<file path="src/rtl/gs_pkg.sv">
package gs_pkg;
    localparam int WORD_W    = 6;
    localparam int CNT_W     = WORD_W + 1;
    localparam int EVENT_LEN = 2 ** CNT_W;
    localparam int HIGH_LEN  = 2 ** WORD_W;

    typedef logic [CNT_W:0] ext_t;

    typedef enum logic [1:0] {
        DRV_ZERO = 2'b00,
        DRV_HIGH = 2'b01,
        DRV_LOW  = 2'b10
    } drive_e;

    typedef struct packed {
        logic             run;
        logic [CNT_W-1:0] cnt;
    } phase_t;

    // True while the count lies inside the high window that the word selects.
    function automatic logic in_window(input logic [CNT_W-1:0] cnt,
                                       input logic [WORD_W-1:0] w);
        ext_t c, lo, hi;
        c  = ext_t'(cnt);
        lo = ext_t'(w);
        hi = lo + ext_t'(HIGH_LEN);
        return (c > lo) && (c <= hi);
    endfunction
endpackage

</file>
<file path="src/rtl/phase_counter.sv">
module phase_counter
    import gs_pkg::*;
(
    input  logic   clk,
    input  logic   rst,
    input  logic   clr_n,
    output phase_t ph
);
    localparam logic [CNT_W-1:0] LAST = CNT_W'(EVENT_LEN - 1);

    always_ff @(posedge clk) begin
        if (rst) begin
            ph <= '0;
        end else if (!clr_n) begin
            ph.run <= 1'b1;
            ph.cnt <= '0;
        end else if (ph.run) begin
            if (ph.cnt == LAST) ph.run <= 1'b0;
            else                ph.cnt <= ph.cnt + 1'b1;
        end
    end

    AST_CLR_TO_ZERO: assert property (@(posedge clk) disable iff (rst)
        !clr_n |=> (ph.run && ph.cnt == '0));
    AST_ADVANCE: assert property (@(posedge clk) disable iff (rst)
        (clr_n && ph.run && ph.cnt != LAST) |=> (ph.run && ph.cnt == $past(ph.cnt) + 1'b1));
    AST_HOLD_END: assert property (@(posedge clk) disable iff (rst)
        (clr_n && !ph.run) |=> (!ph.run && $stable(ph.cnt)));
endmodule

</file>
<file path="src/rtl/column_drive.sv">
module column_drive
    import gs_pkg::*;
(
    input  logic              clk,
    input  logic              rst,
    input  phase_t            ph,
    input  logic              invert,
    input  logic              force_zero,
    input  logic [WORD_W-1:0] word,
    output drive_e            drv
);
    logic hi_level;

    always_comb begin
        hi_level = in_window(ph.cnt, word) ^ invert;
        if (force_zero || !ph.run) drv = DRV_ZERO;
        else if (hi_level)         drv = DRV_HIGH;
        else                       drv = DRV_LOW;
    end

    AST_START_LOW: assert property (@(posedge clk) disable iff (rst)
        (ph.run && ph.cnt == '0 && !invert && !force_zero) |-> drv == DRV_LOW);
    AST_LAST_HIGH: assert property (@(posedge clk) disable iff (rst)
        (ph.run && ph.cnt == CNT_W'(word) + CNT_W'(HIGH_LEN) && !invert && !force_zero)
        |-> drv == DRV_HIGH);
    AST_IDLE_ZERO: assert property (@(posedge clk) disable iff (rst)
        !ph.run |-> drv == DRV_ZERO);
endmodule

</file>
<file path="src/rtl/gs_pulse_gen.sv">
module gs_pulse_gen
    import gs_pkg::*;
#(
    parameter int CHANNELS = 8
) (
    input  logic                         clk,
    input  logic                         rst,
    input  logic                         clr_n,
    input  logic                         invert,
    input  logic                         force_zero,
    input  logic [CHANNELS*WORD_W-1:0]   col_word,
    output logic [CHANNELS*2-1:0]        drive
);
    phase_t ph;

    phase_counter u_cnt (
        .clk   (clk),
        .rst   (rst),
        .clr_n (clr_n),
        .ph    (ph)
    );

    for (genvar n = 0; n < CHANNELS; n++) begin : g_col
        drive_e d;
        column_drive u_col (
            .clk        (clk),
            .rst        (rst),
            .ph         (ph),
            .invert     (invert),
            .force_zero (force_zero),
            .word       (col_word[n*WORD_W +: WORD_W]),
            .drv        (d)
        );
        assign drive[2*n +: 2] = d;

        AST_FORCE_ZERO: assert property (@(posedge clk) disable iff (rst)
            force_zero |-> drive[2*n +: 2] == 2'b00);
        AST_NO_ILLEGAL: assert property (@(posedge clk) disable iff (rst)
            drive[2*n +: 2] != 2'b11);
    end
endmodule

</file>
<file path="config.mk">
export PLATFORM = sky130hd
export DESIGN_NAME = gs_pulse_gen
export DESIGN_NICKNAME = d
export VERILOG_FILES = /design/src/rtl/gs_pkg.sv /design/src/rtl/phase_counter.sv /design/src/rtl/column_drive.sv /design/src/rtl/gs_pulse_gen.sv
export SDC_FILE = /design/constraint.sdc
export NUM_CORES = 1
export LEC_CHECK = 0
export BUFFER_PORTS_ARGS = -buffer_cell sky130_fd_sc_hd__buf_2
export CORE_AREA = 2 2 78 80
export DETAILED_ROUTE_END_ITERATION = 6
export DIE_AREA = 0 0 80 82
export PLACE_DENSITY_LB_ADDON = 0.08
export SYNTH_ARGS = -nofsm -noshare
export SYNTH_HDL_FRONTEND = slang
export SYNTH_HIERARCHICAL = 1
export SYNTH_SLANG_ARGS = --single-unit
</file>
<file path="constraint.sdc">
create_clock -name clk -period 4.9 [get_ports clk]
set_clock_uncertainty 0.15 [all_clocks]
set_input_delay 0.98 -clock clk [delete_from_list [all_inputs] [get_ports clk]]
set_output_delay 0.98 -clock clk [all_outputs]
set_load 0.02 [all_outputs]
</file>
==> reports/metrics.csv <==
stage,metric,value,unit
cts,Max clock buf depth,2,
final_layout,max reg flops,8,
cts,Root Driver,clkbuf_8,
synth,"Avg Cell Area, Syn",7.40,um^2
place,PortBufs,68,
cts,sinks on the clock net,8,
critical_path,critical path data arrival time,2330,ps
sta,final number of hold-violating endpoints,0,
synth,combinational family with the most area after synthesis,compound AO/OA/AOI/OAI gates,
synth,Synth Area in XOR/XNOR,5.81,%
status,run status,"complete, no violations",
synth,"count leader, synth",a21oi_1,
critical_path,Critical Path End Type,primary output,
hold_path,WHS Path Cells,2,
critical_path,Worst Path Required,3770,ps
synth,Compound-Gate Fraction of Synth Area,29.7,%
floorplan,Core ar.,5750,um^2
final_layout,NumNets Final,500,
synth,post-synth top area share,25.4,%
floorplan,starting density of the core,42.0,%
final_layout,post-route cell area,2880,um^2
routing,DR vias,2422,
critical_path,critical path class,input port to primary output,
global_routing,initial antenna violation count,0,
synth,sequential share of the synthesized area,6.64,%
floorplan,chip width,80,um
run,max capacitance violation total,0,
synth,Synth Register Bits,8,
sta,slew margin rel.,34.2,%
final_layout,area added between synthesis and finish,19.5,%
global_routing,grt ovf,0,
final_layout,"Most flops, register",u_cnt/ph,
cts,post_cts resized,0,
place,routability cong.,0.766,
global_routing,total track usage,17.8,%
sta,min Tclk post-route,3460,ps
critical_path,CP startpoint kind,input port,
synth,async set-or-reset flop fraction in the synthesized netlist,0,%
routing,vias per cell,5.14,
synth,Mapped Cells,326,
routing,Max Used Layer,met4,
sta,Setup TNS Final,0,ps
cts,TritonCTS clock tree,done,
critical_path,R2R depth,3,
routing,wire length on met3,328,um
floorplan,IO Count,69,
floorplan,num rows,28,
synth,post-synth cell types,30,
sta,Fmax,0.289,GHz
power,PwrDens,94.1,nW/um^2
global_routing,first-pass GRT wire length,9.44,mm
synth,"EDFF count, synth",0,
power,Max VDD drop,85.2,uV
routing,first drt pass iteration count,4,
synth,"top cells by area, synth","ha_1 (25%), a21oi_1 (12%), inv_1 (7.9%)",
cts,Post-CTS Setup Inserts,0,
cts,number of buffers created by CTS,3,
global_routing,pin count of the biggest net entering global routing,20,
sta,Worst-Margin Slew,986,ps
synth,simple-gate share of the synthesized area,22.2,%
sta,fin. max-slew vios,0,
global_routing,vias in the first global route,2243,
routing,met2 wire length,2.56,mm
critical_path,"Max FO, Critical Path",4,
routing,drt total wl,5.71,mm
routing,wire per inst,12.1,um
synth,Post-Synth Adder-Cell Area,25.4,%
hold_path,Worst Hold Class,flop to flop,
place,placed instance area,2840,um^2
synth,post-synthesis cell type with the largest combined area,ha_1,
sta,# setup viols final,0,
routing,post-route ant nets,0,
cts,worst skew pair latency,230,ps
synth,YS warnings,6,
sta,RSZ-0062 raised after global routing,no,
final_layout,# diodes,0,
synth,main flop type after synthesis,dfxtp_1,
cts,hold_buf cts,0,
place,DP HPWL,4.49,mm
synth,Post-Synthesis Cell Area,2410,um^2
final_layout,fraction of layout cells with a size suffix above 1,23.5,%
synth,Post-Syn Nets,428,
floorplan,Die H,82,um
final_layout,Regs by FF count,u_cnt/ph: 8 flops,
routing,Remaining DRCs,0,
synth,commonest cells in the synthesized netlist,"a21oi_1 (56), inv_1 (51), ha_1 (49)",
routing,initial DRC count,80,
power,Static Leak,1.46,nW
cts,Worst-path clk slew,40,ps
routing,Metal-1 WL,2.75,mm
floorplan,die area,6560,um^2
cts,H-tree levels,1,
sta,period utilisation layout,70.7,%
synth,multiplexer share of the synthesized area,2.08,%
[metal layers]
metal,up-vias,global-route usage (%)
met1,1044,22.0
li1,1317,-
met2,53,32.7
met3,8,3.63
met5,-,0
met4,0,2.37
[cell families after synthesis]
group	Yosys count
AOI/OAI and AO/OA	103
and+or+nand+nor	93
buffers and inverters	52
adders and majority gates	49
xor gates and xnor gates	16
DFF	8
muxes	5
[path summary, 6_finish.rpt]
| path | endpoint | slack, ps | start |
|---|---|---|---|
| hold / removal | u_cnt/ph[0]$_SDFFE_PP0P_ | 540 | u_cnt/ph[0]$_SDFFE_PP0P_ |
| setup / recovery | drive[10] | 1440 | col_word[35] |
| setup reg to reg | u_cnt/ph[7]$_SDFF_PP0_ | 2940 | u_cnt/ph[6]$_SDFFE_PP0P_ |
| hold reg to reg | u_cnt/ph[0]$_SDFFE_PP0P_ | 540 | u_cnt/ph[0]$_SDFFE_PP0P_ |
[power by group]
| group | internal (W) | total (W) | switching, W |
|---|---|---|---|
| Clock | 0.0000533 | 0.0000798 | 0.0000265 |
| Combinational | 0.0000562 | 0.000121 | 0.0000646 |
| Sequential | 0.0000665 | 0.0000706 | 0.00000412 |
[through the flow]
| step | power, W | setup slack (ps) | hold slack, ps | instances | utilization (%) |
|---|---|---|---|---|---|
| finish | 0.000271 | 1440 | 538 | 471 | 50.2 |
| floorplan | 0.000151 | 1600 | 403 | 326 | - |
| global route | 0.000295 | 1330 | 580 | 471 | 50.2 |
| detailed placement | 0.000194 | 1430 | 541 | 468 | 49.4 |
| global placement | 0.000191 | 1480 | 536 | 468 | 49.4 |
| CTS | 0.000274 | 1420 | 547 | 471 | 50.2 |
[final cells by class]
cell class	count	area [um^2]
timing repair buffer	68	340
sequential	8	160
multi-input combinational	266	2050
fill	600	2860
tap	75	93.8
inverter	51	191
clock buffer	3	41.3
[critical path, stage by stage]
cell and delay, ps:
buf_2 80, inv_1 30, ha_1 320, and2_4 180
a221o_1 330, a21oi_1 160, a21oi_1 90, buf_2 160
[placed cells by master, fill, tap and decap left out, types with 11 or more instances in the layout]
master    instances
o22ai_1          16
buf_2            68
ha_1             49
inv_1            51
nand2_1          11
nand2b_1         19
nor2_1           16
nand3_1          17
a21oi_1          56
Power figures use the tool's default switching activity.
